<file path="config.mk">
export PLATFORM = sky130hd
export DESIGN_NAME = irq_accept_core
export DESIGN_NICKNAME = d
export VERILOG_FILES = /design/src/rtl/irq_core_pkg.sv /design/src/rtl/vec_prio_enc.sv /design/src/rtl/vector_state.sv /design/src/rtl/prio_arbiter.sv /design/src/rtl/irq_accept_core.sv
export SDC_FILE = /design/constraint.sdc
export NUM_CORES = 2
export LEC_CHECK = 0
export BUFFER_PORTS_ARGS = -buffer_cell sky130_fd_sc_hd__buf_2
export CORE_MARGIN = 2
export CORE_UTILIZATION = 40
export CTS_CLUSTER_DIAMETER = 120
export DETAILED_ROUTE_END_ITERATION = 10
export SETUP_SLACK_MARGIN = 0.15
export SKIP_CTS_REPAIR_TIMING = 1
export SYNTH_ARGS = -nofsm -noshare
export SYNTH_HDL_FRONTEND = slang
export SYNTH_HIERARCHICAL = 1
export SYNTH_SLANG_ARGS = --single-unit
</file>
<file path="constraint.sdc">
create_clock -name clk -period 18.3 [get_ports clk]
set_input_delay 0.915 -clock clk [delete_from_list [all_inputs] [get_ports clk]]
set_output_delay 0.915 -clock clk [all_outputs]
set_load 0.005 [all_outputs]
</file>
<file path="src/rtl/irq_core_pkg.sv">
// Package: shared encodings for the interrupt acceptance core.
// Assumes the configuration register keeps the enable at bit 8 and
// directed retirement at bit 12.
package irq_core_pkg;
    localparam int CFG_W       = 13;
    localparam int CFG_EN_BIT  = 8;
    localparam int CFG_DIR_BIT = 12;
    localparam logic [CFG_W-1:0] CFG_RESET = 13'h00FF;

    typedef enum logic [1:0] {
        RESP_NONE     = 2'd0,
        RESP_VECTOR   = 2'd1,
        RESP_SPURIOUS = 2'd2
    } resp_kind_e;
endpackage

</file>
<file path="src/rtl/vec_prio_enc.sv">
// Highest-set-bit finder over an N-bit set.
// Assumes N is a power of two; reports found=0 for an empty set.
module vec_prio_enc #(
    parameter int N  = 256,
    parameter int IW = $clog2(N)
) (
    input  logic [N-1:0]  bits,
    output logic          found,
    output logic [IW-1:0] top
);
    // Scan upward so the highest set bit is the last one recorded.
    always_comb begin
        found = 1'b0;
        top   = '0;
        for (int i = 0; i < N; i++) begin
            if (bits[i]) begin
                found = 1'b1;
                top   = IW'(i);
            end
        end
    end
endmodule

</file>
<file path="src/rtl/vector_state.sv">
// Request, in-service and trigger bit sets, one bit per vector.
// Assumes at most one set, one acknowledge and one retirement per cycle.
// Within a cycle a new set wins over an acknowledge clear of the same bit,
// and an acknowledge set wins over a retirement clear.
module vector_state #(
    parameter int NUM_VEC = 256,
    localparam int VEC_W  = $clog2(NUM_VEC)
) (
    input  logic               clk,
    input  logic               rst_n,
    input  logic               set_valid,
    input  logic [VEC_W-1:0]   set_vector,
    input  logic               set_level,
    input  logic               ack_take,
    input  logic [VEC_W-1:0]   ack_vector,
    input  logic               eoi_take,
    input  logic [VEC_W-1:0]   eoi_vector,
    output logic [NUM_VEC-1:0] irr,
    output logic [NUM_VEC-1:0] isr,
    output logic [NUM_VEC-1:0] tmr
);
    logic [NUM_VEC-1:0] set_oh, ack_oh, eoi_oh;
    logic [NUM_VEC-1:0] irr_d, isr_d, tmr_d;

    // One-hot decode of the three per-cycle events.
    for (genvar g = 0; g < NUM_VEC; g++) begin : g_dec
        assign set_oh[g] = set_valid && (set_vector == VEC_W'(g));
        assign ack_oh[g] = ack_take  && (ack_vector == VEC_W'(g));
        assign eoi_oh[g] = eoi_take  && (eoi_vector == VEC_W'(g));
    end

    // Next state for all three sets.
    always_comb begin
        irr_d = (irr & ~ack_oh) | set_oh;
        isr_d = (isr & ~eoi_oh) | ack_oh;
        tmr_d = (tmr & ~set_oh) | (set_level ? set_oh : '0);
    end

    // State registers.
    always_ff @(posedge clk) begin
        if (!rst_n) begin
            irr <= '0;
            isr <= '0;
            tmr <= '0;
        end else begin
            irr <= irr_d;
            isr <= isr_d;
            tmr <= tmr_d;
        end
    end
endmodule

</file>
<file path="src/rtl/prio_arbiter.sv">
// Forms the processor-priority value and decides deliverability by class.
// Assumes VEC_W >= 5 so that a class is the vector's bits above bit 3.
module prio_arbiter #(
    parameter int VEC_W = 8,
    localparam int CLS_W = VEC_W - 4
) (
    input  logic             enabled,
    input  logic [VEC_W-1:0] tpr,
    input  logic             isr_found,
    input  logic [VEC_W-1:0] isr_top,
    input  logic             irr_found,
    input  logic [VEC_W-1:0] irr_top,
    output logic [VEC_W-1:0] ppr,
    output logic             deliverable,
    output logic             blocked
);
    logic [CLS_W-1:0] isr_cls, tpr_cls, irr_cls, ppr_cls;

    // Processor priority: task priority or in-service class, whichever ranks higher.
    always_comb begin
        isr_cls = isr_found ? isr_top[VEC_W-1:4] : '0;
        tpr_cls = tpr[VEC_W-1:4];
        ppr     = (tpr_cls >= isr_cls) ? tpr : {isr_cls, 4'h0};
        ppr_cls = ppr[VEC_W-1:4];
    end

    // Deliverable when the top request's class strictly beats the priority.
    always_comb begin
        irr_cls     = irr_top[VEC_W-1:4];
        deliverable = enabled && irr_found && ((ppr == '0) || (irr_cls > ppr_cls));
        blocked     = enabled && irr_found && !deliverable;
    end
endmodule

</file>
<file path="src/rtl/irq_accept_core.sv">
// Top of the per-processor interrupt acceptance core.
// Assumes NUM_VEC is a power of two from 32 to 256, so that a vector fits in
// the low byte of the configuration register. Acknowledge responses and
// broadcasts are registered and appear one cycle after their strobe.
module irq_accept_core
    import irq_core_pkg::*;
#(
    parameter int NUM_VEC = 256,
    localparam int VEC_W  = $clog2(NUM_VEC)
) (
    input  logic             clk,
    input  logic             rst_n,
    input  logic             set_valid,
    input  logic [VEC_W-1:0] set_vector,
    input  logic             set_level,
    input  logic             ack,
    input  logic             eoi,
    input  logic             wr_en,
    input  logic             wr_sel,
    input  logic [31:0]      wr_data,
    output logic             irq_pending,
    output logic             resp_valid,
    output logic [1:0]       resp_kind,
    output logic [VEC_W-1:0] resp_vector,
    output logic [VEC_W-1:0] ppr,
    output logic             eoi_bcast,
    output logic [VEC_W-1:0] eoi_bcast_vector,
    output logic [VEC_W-1:0] task_prio,
    output logic [CFG_W-1:0] spur_cfg
);
    logic [NUM_VEC-1:0] irr, isr, tmr;
    logic               irr_found, isr_found;
    logic [VEC_W-1:0]   irr_top, isr_top;
    logic               deliverable, blocked;
    logic               ack_take, eoi_take;
    logic [VEC_W-1:0]   tpr_q;
    logic [CFG_W-1:0]   cfg_q;
    resp_kind_e         kind_q;
    logic               resp_valid_q, bcast_q;
    logic [VEC_W-1:0]   resp_vec_q, bcast_vec_q;

    vector_state #(.NUM_VEC(NUM_VEC)) u_state (
        .clk        (clk),
        .rst_n      (rst_n),
        .set_valid  (set_valid),
        .set_vector (set_vector),
        .set_level  (set_level),
        .ack_take   (ack_take),
        .ack_vector (irr_top),
        .eoi_take   (eoi_take),
        .eoi_vector (isr_top),
        .irr        (irr),
        .isr        (isr),
        .tmr        (tmr)
    );

    vec_prio_enc #(.N(NUM_VEC)) u_irr_enc (.bits(irr), .found(irr_found), .top(irr_top));
    vec_prio_enc #(.N(NUM_VEC)) u_isr_enc (.bits(isr), .found(isr_found), .top(isr_top));

    prio_arbiter #(.VEC_W(VEC_W)) u_arb (
        .enabled     (cfg_q[CFG_EN_BIT]),
        .tpr         (tpr_q),
        .isr_found   (isr_found),
        .isr_top     (isr_top),
        .irr_found   (irr_found),
        .irr_top     (irr_top),
        .ppr         (ppr),
        .deliverable (deliverable),
        .blocked     (blocked)
    );

    // Event qualification for acknowledge and retirement.
    always_comb begin
        ack_take = ack && deliverable;
        eoi_take = eoi && isr_found;
    end

    // Task-priority and configuration registers.
    always_ff @(posedge clk) begin
        if (!rst_n) begin
            tpr_q <= '0;
            cfg_q <= CFG_RESET;
        end else if (wr_en) begin
            if (wr_sel) cfg_q <= {wr_data[CFG_DIR_BIT], 3'b000, wr_data[CFG_EN_BIT:0]};
            else        tpr_q <= wr_data[VEC_W-1:0];
        end
    end

    // Acknowledge response register.
    always_ff @(posedge clk) begin
        if (!rst_n) begin
            resp_valid_q <= 1'b0;
            kind_q       <= RESP_NONE;
            resp_vec_q   <= '0;
        end else begin
            resp_valid_q <= ack;
            if (ack) begin
                if (ack_take) begin
                    kind_q     <= RESP_VECTOR;
                    resp_vec_q <= irr_top;
                end else if (blocked) begin
                    kind_q     <= RESP_SPURIOUS;
                    resp_vec_q <= cfg_q[VEC_W-1:0];
                end else begin
                    kind_q     <= RESP_NONE;
                    resp_vec_q <= '0;
                end
            end
        end
    end

    // Retirement broadcast register.
    always_ff @(posedge clk) begin
        if (!rst_n) begin
            bcast_q     <= 1'b0;
            bcast_vec_q <= '0;
        end else begin
            bcast_q <= eoi_take && tmr[isr_top] && !cfg_q[CFG_DIR_BIT];
            if (eoi_take) bcast_vec_q <= isr_top;
        end
    end

    assign irq_pending      = deliverable;
    assign resp_valid       = resp_valid_q;
    assign resp_kind        = kind_q;
    assign resp_vector      = resp_vec_q;
    assign eoi_bcast        = bcast_q;
    assign eoi_bcast_vector = bcast_vec_q;
    assign task_prio        = tpr_q;
    assign spur_cfg         = cfg_q;
endmodule


</file>
; ---- Word-level counts from Yosys, hierarchy flattened
; Index checks and enable logic that the tools add are counted.
; W data, S select, Z words.
[word_totals]
elab_cells = 2603
input_bits = 48
output_inout_bits = 50
register_bits = 806
[classes]
magnitude_cmp = 3
mux = 1031
eq_ne = 765
bitwise = 10
n_reduce_logical = 784
[ops]
columns = cell, n
row1 = $eq A8 B8 Y1 const B, 384
row2 = $mux W8, 259
row3 = $eq A8 B7 Y1 const B, 192
row4 = $mux W7, 128
row5 = $logic_and A1 B1 Y1, 775
row6 = $and A256 B256 Y256, 3
row7 = $eq A8 B6 Y1 const B, 96
row8 = $not A256 Y256, 3
row9 = $or A256 B256 Y256, 3
row10 = $mux W1, 515
row11 = $eq A8 B5 Y1 const B, 48
row12 = $mux W6, 64
row13 = $mux W256, 1
row14 = $eq A8 B4 Y1 const B, 24
row15 = $mux W5, 32
row16 = $eq A8 B3 Y1 const B, 12
row17 = $mux W4, 17
row18 = $eq A8 B2 Y1 const B, 6
row19 = $logic_not A8 Y1, 4
row20 = $eq A8 B1 Y1 const B, 3
row21 = $mux W3, 8
row22 = $mux W2, 6
row23 = $lt A8 B9 Y1 const B, 1
row24 = $bmux W1 S8, 1
row25 = other kinds (6), 8

; ---- Logic depth before layout (Yosys ltp)
[logic_depth]
word_depth = 267
depth_mapped = 27
ltp_nobuf = 23

; ---- Modules after synthesis
; Netlist, hierarchy kept.
[modules_own_cells]
columns = module, area_each_um2, seq_area_each_um2, cells_per_inst, n_inst
row1 = vector_state, 31554.0, 15374.7, 3305, 1
row2 = vec_prio_enc, 3344.5, 0.0, 601, 2
row3 = irq_accept_core, 3968.8, 760.7, 407, 1
row4 = prio_arbiter, 386.6, 0.0, 52, 1

; ---- Worst setup path after synthesis
; OpenSTA, ideal clock, no wires.
[synth_path]
path_type = reg2reg
start = register u_state.isr[24]
end = register u_state.irr[112]
synth_period_minus_slack_ns = 6.320
arrival_time_ns = 6.197
path_slack_ns = 11.980
path_stages_with_launch = 27
setup_ns = 0.123
path_cell_list = dfxtp_1 -> or4_2 -> nor2_2 -> a31oi_1 -> o21a_1 -> o21ai_1 -> nand3_1 -> a31o_1 -> and2_1 -> ha_1 -> nand2b_1 -> a2111o_1 -> and2_1 -> buf_6 -> mux2_1 -> ha_1 -> nor2_1 -> o211ai_1 -> or3_4 -> a31oi_1 -> clkbuf_1 -> and2_1 -> or3b_2 -> buf_2 -> clkbuf_1 -> nor3_1 -> o2bb2ai_1
[synth_between]
elab_chain_cells = 243
[synth_lines]
columns = element, line_no
row1 = from (decl), vector_state.sv:19  ; output logic [NUM_VEC-1:0] isr,
row2 = from (signal assigned), vector_state.sv:47  ; isr <= isr_d;
row3 = $mux W5 (*) (8 in series), vec_prio_enc.sv:16  ; if (bits[i]) begin
row4 = $mux W6 (*) (32 in series), vec_prio_enc.sv:16
row5 = $mux W7 (*) (64 in series), vec_prio_enc.sv:16
row6 = $mux W8 (*) (128 in series), vec_prio_enc.sv:16
row7 = net isr_top[4], irq_accept_core.sv:33  ; logic [VEC_W-1:0] irr_top, isr_top;
row8 = $mux W4 (*), prio_arbiter.sv:21  ; isr_cls = isr_found ? isr_top[VEC_W-1:4] : '0;
row9 = $ge A4 B4 Y1, prio_arbiter.sv:23  ; ppr = (tpr_cls >= isr_cls) ? tpr : {isr_cls, 4'h0};
row10 = $mux W8 (*), prio_arbiter.sv:23
row11 = net ppr[4], irq_accept_core.sv:25  ; output logic [VEC_W-1:0] ppr,
row12 = [2 not listed], --
row13 = $logic_and A1 B1 Y1 (*), prio_arbiter.sv:30  ; deliverable = enabled && irr_found && ((ppr == '0) || (irr_cls > ppr_cls));
row14 = net irq_pending, irq_accept_core.sv:21  ; output logic irq_pending,
row15 = $logic_and A1 B1 Y1 (*), irq_accept_core.sv:74  ; ack_take = ack && deliverable;
row16 = net ack_take, irq_accept_core.sv:35  ; logic ack_take, eoi_take;
row17 = $logic_and A1 B1 Y1 (*), vector_state.sv:28  ; assign ack_oh[g] = ack_take && (ack_vector == VEC_W'(g));
row18 = $not A256 Y256 (*), vector_state.sv:34  ; irr_d = (irr & ~ack_oh) | set_oh;
row19 = $and A256 B256 Y256 (*), vector_state.sv:34
row20 = $or A256 B256 Y256 (*), vector_state.sv:34
row21 = to (signal assigned), vector_state.sv:46  ; irr <= irr_d;
row22 = to (decl), vector_state.sv:18  ; output logic [NUM_VEC-1:0] irr,
; Mark *: on every way through the listed nets, which the timed path passes. The rest lies on a longest branch.
; A chain may end at the register's enable or synchronous reset.

; ---- Final worst setup path
[layout_path]
start = register u_state.isr[56]
end = register u_state.irr[227]
[layout_between]
elab_chain_cells = 211
[layout_lines]
columns = element, line_no
row1 = $mux W1 (*) (200 in series), vec_prio_enc.sv:16
row2 = net isr_found, irq_accept_core.sv:32  ; logic irr_found, isr_found;
row3 = $mux W4 (*), prio_arbiter.sv:21
row4 = $ge A4 B4 Y1, prio_arbiter.sv:23
row5 = $mux W8 (*), prio_arbiter.sv:23
row6 = $gt A4 B4 Y1 / $logic_not A8 Y1 (equally long branches), prio_arbiter.sv:30
row7 = $logic_or A1 B1 Y1 (*), prio_arbiter.sv:30
row8 = $logic_and A1 B1 Y1 (*), prio_arbiter.sv:30
row9 = $logic_and A1 B1 Y1 (*), irq_accept_core.sv:74
row10 = net ack_take, irq_accept_core.sv:35
row11 = $logic_and A1 B1 Y1 (*), vector_state.sv:28
row12 = $not A256 Y256 (*), vector_state.sv:34
row13 = $and A256 B256 Y256 (*), vector_state.sv:34
row14 = $or A256 B256 Y256 (*), vector_state.sv:34
; Marked as above.

==> results.py <==
metrics = {
    "worst_setup_path": {
        "path_max_fanout": 32,
        "critical_path_class": "flip-flop to flip-flop",
        "reg2reg_depth": 20,
        "r2r_setup_slack_ns": 9.59,
        "crit_end": "u_state/irr[227]",
        "crit_path_start": "u_state/isr[56]",
        "worst_r2r_endpoint": "u_state/irr[227]",
        "cp.arrival_ns": 9.22,
        "cp.required_ns": 18.81,
        "r2r_start": "u_state/isr[56]",
        "critPathCaptureType": "flip-flop",
        "cp-start-kind": "flip-flop",
    },
    "clock_network": {
        "cts_tree": "done",
        "cts_buffers": 90,
        "cts.path.max_buffers": 3,
        "ctsRootBufferMaster": "clkbuf_16",
        "clk_pin_slew_ns": 0.06,
        "htree_levels": 3,
        "cts.sinks": 806,
        "clkLatencyLatePin_ns": 0.67,
    },
    "synth": {
        "synth_edf_count": 0,
        "syn_inst": 4966,
        "avgSynthCellArea_um2": 8.58,
        "seq_area_frac_synth_pct": 37.9,
        "synth_top_area_cell": "dfxtp_1",
        "syn_area_um2": 42600,
        "yosysTopAreaCellShare_pct": 37.9,
        "synth_ff_type": "dfxtp_1",
        "ys_types": 94,
        "synth_area_leaders": "dfxtp_1 (38%), mux2i_1 (7.4%), nor3_1 (6.1%)",
        "async_reset_ff_share_pct": 0,
        "synth_seq_cells": 806,
        "yosysMostFrequentCell": "dfxtp_1",
        "synthTopCellsByCount": "dfxtp_1 (806), nand2_1 (680), nor3_1 (523)",
        "yosysWarnings": 6,
    },
    "place": {
        "hpwl_um": 109000,
        "gp_congestion": 1.01,
        "dp_cells": 6048,
        "place_area_um2": 43400,
        "port_buffers": 72,
    },
    "final_layout": {
        "fin_cells": 6215,
        "drive_gt1_share_pct": 8.67,
        "fillers": 10400,
        "syn2layout_area_growth_pct": 8.76,
        "multi_input_area_um2": 24200,
        "finalInstanceArea_um2": 46300,
        "seq_area_um2": 16100,
        "nNetsFinal": 4804,
    },
    "global_routing": {
        "grt_overflow": 0,
        "grtUsageTotal_pct": 29.1,
        "grt_max_degree": 203,
        "grt_pass1_wl_um": 240000,
        "grt_pass1_vias": 36800,
        "antenna_found_initial": 7,
    },
    "sta": {
        "hold_viol_final": 0,
        "slew_violations": 0,
        "fin_worst_skew_ns": 0.0328,
        "grt_setup_unrepaired": "false",
        "maxClockFrequency_mhz": 115,
        "whs_ns": 0.449,
        "maxSlewHeadroom_pct": 10.4,
        "period_needed_ns": 8.71,
        "fin_setup_tns_ns": 0,
        "worst_slew_pin_slew_ns": 1.33,
        "final.period_utilization_pct": 47.6,
        "setup_viol_count_final": 0,
    },
    "route": {
        "dr_total_vias": 39600,
        "wl_um": 165000,
        "drc_errors": 10,
        "drt-pass1-iter-count": 11,
        "ant_nets": 0,
        "dr.first_iter.drc_count": 4678,
        "avgViaCountPerCell": 6.38,
        "wl_per_cell_um": 26.5,
    },
    "die": {
        "die_h_um": 330,
        "coreArea_um2": 105000,
        "num_io_pins": 98,
        "fp.dieW_um": 330,
        "core.rowCount": 119,
        "fp.dieArea_um2": 109000,
        "start_util_pct": 40.4,
    },
    "power_and_ir_drop": {
        "vdd_drop_max_v": 0.0000660,
        "p_leak_uw": 0.0150,
        "power_density_nw_per_um2": 84.8,
        "total_power_uw": 3930,
    },
    "status": {
        "violations": "design-rule violations",
        "status": "finished with violations",
    },
    "flow_run": {
        "cap_viol_max_count": 0,
    },
    "worst_hold_path": {
        "hold_class": "flip-flop to flip-flop",
    },
}
-- cell families (layout without fill, tap and decap cells) --
kind of cell,Yosys count,count (layout),synth area share [%]
buf+inv,554,408,5.60
compound gates,1265,1265,23.3
simple gates,1973,1973,23.2
flops,806,806,37.9
other cells,1,5,0.00880
mux,360,360,9.79
fa+ha+maj,7,7,0.206
-- final cells by class --
cell class              count  area share (%)
clock buffers             135            5.67
inverters                 103           0.835
well taps                1391            3.76
clock inverters            30           0.637
diodes                      2          0.0108
flip-flops and latches    806            34.8
repair buffers            140            1.93
multi-input cells        3608            52.3
-- layer usage --
layer	share of wire [%]	vias to the layer above	track usage, %
li1	-	18200	-
met1	42	19100	39.0
met2	44	1888	44.6
met3	9.2	414	5.61
met4	5.2	8	14.5
met5	0.056	-	0.391
-- per-stage QoR --
stage	utilization, %	setup WS (ns)
after detailed placement	41.2	9.93
after global routing	43.9	9.33
after CTS	43.9	9.85
final	43.9	9.59
after floorplan	-	11.98
after global placement	41.2	10.01
-- critical path, stage by stage, from the launching register on --
cell       delay, ns
dfxtp_1         0.36
nor4_1          0.66
nand3_1         0.56
nor4_1          0.96
nand4_1         0.65
and2_1          0.37
ha_1            0.27
nand2b_1        0.14
a2111o_1        0.50
and2_1          0.27
mux2_1          0.38
ha_1            0.30
nor2_1          0.13
o211ai_1        0.10
or3_4           0.34
a31oi_1         0.17
buf_4           0.25
and2_1          0.27
nand3_1         0.82
nor4_1          0.89
o2bb2ai_1       0.14
-- cell usage in the layout, fill, tap and decap left out, types with 26 or more instances in the layout --
cell       netlist  layout
nor2_1         213     213
o41a_1          34      34
o211ai_1        30      30
o21a_1         270     270
nand3_1         65      62
inv_1          102     102
o31ai_1         28      26
buf_2           56      71
clkbuf_1       348      28
buf_4            4      67
nor4_1         194     193
o31a_1         230     230
nor3_2          53      53
o2bb2ai_1      256     256
mux2i_1        317     317
dfxtp_1        806     806
clkbuf_16        0      93
a21oi_1        107     107
nor2b_1         37      37
nand2b_1        41      34
o21ai_0         80      80
nand2_1        680     676
nor3_1         523     523
-- how the worst min path moves through the flow --
| stage | startpoint | endpoint | slack (ns) | cells after the start |
|---|---|---|---|---|
| 3_3_place_gp | flip-flop | flip-flop | 0.44 | 2 |
| 2_1_floorplan | u_state/irr[0] | u_state/irr[0] | 0.43 | 2 |
| 4_1_cts | flip-flop | flip-flop | 0.45 | 2 |
| 3_5_place_dp | flip-flop | flip-flop | 0.44 | 2 |
| 5_1_grt | flip-flop | flip-flop | 0.46 | 2 |
| 6_report | flip-flop | flip-flop | 0.45 | 2 |
-- where the power goes --
part	internal, uW	total [uW]	leakage [uW]	switching [uW]
logic	58.3	336	0.00704	278
clock network	1060	1830	0.00143	768
registers	1760	1770	0.00649	5.09
Power figures use the tool's default switching activity.
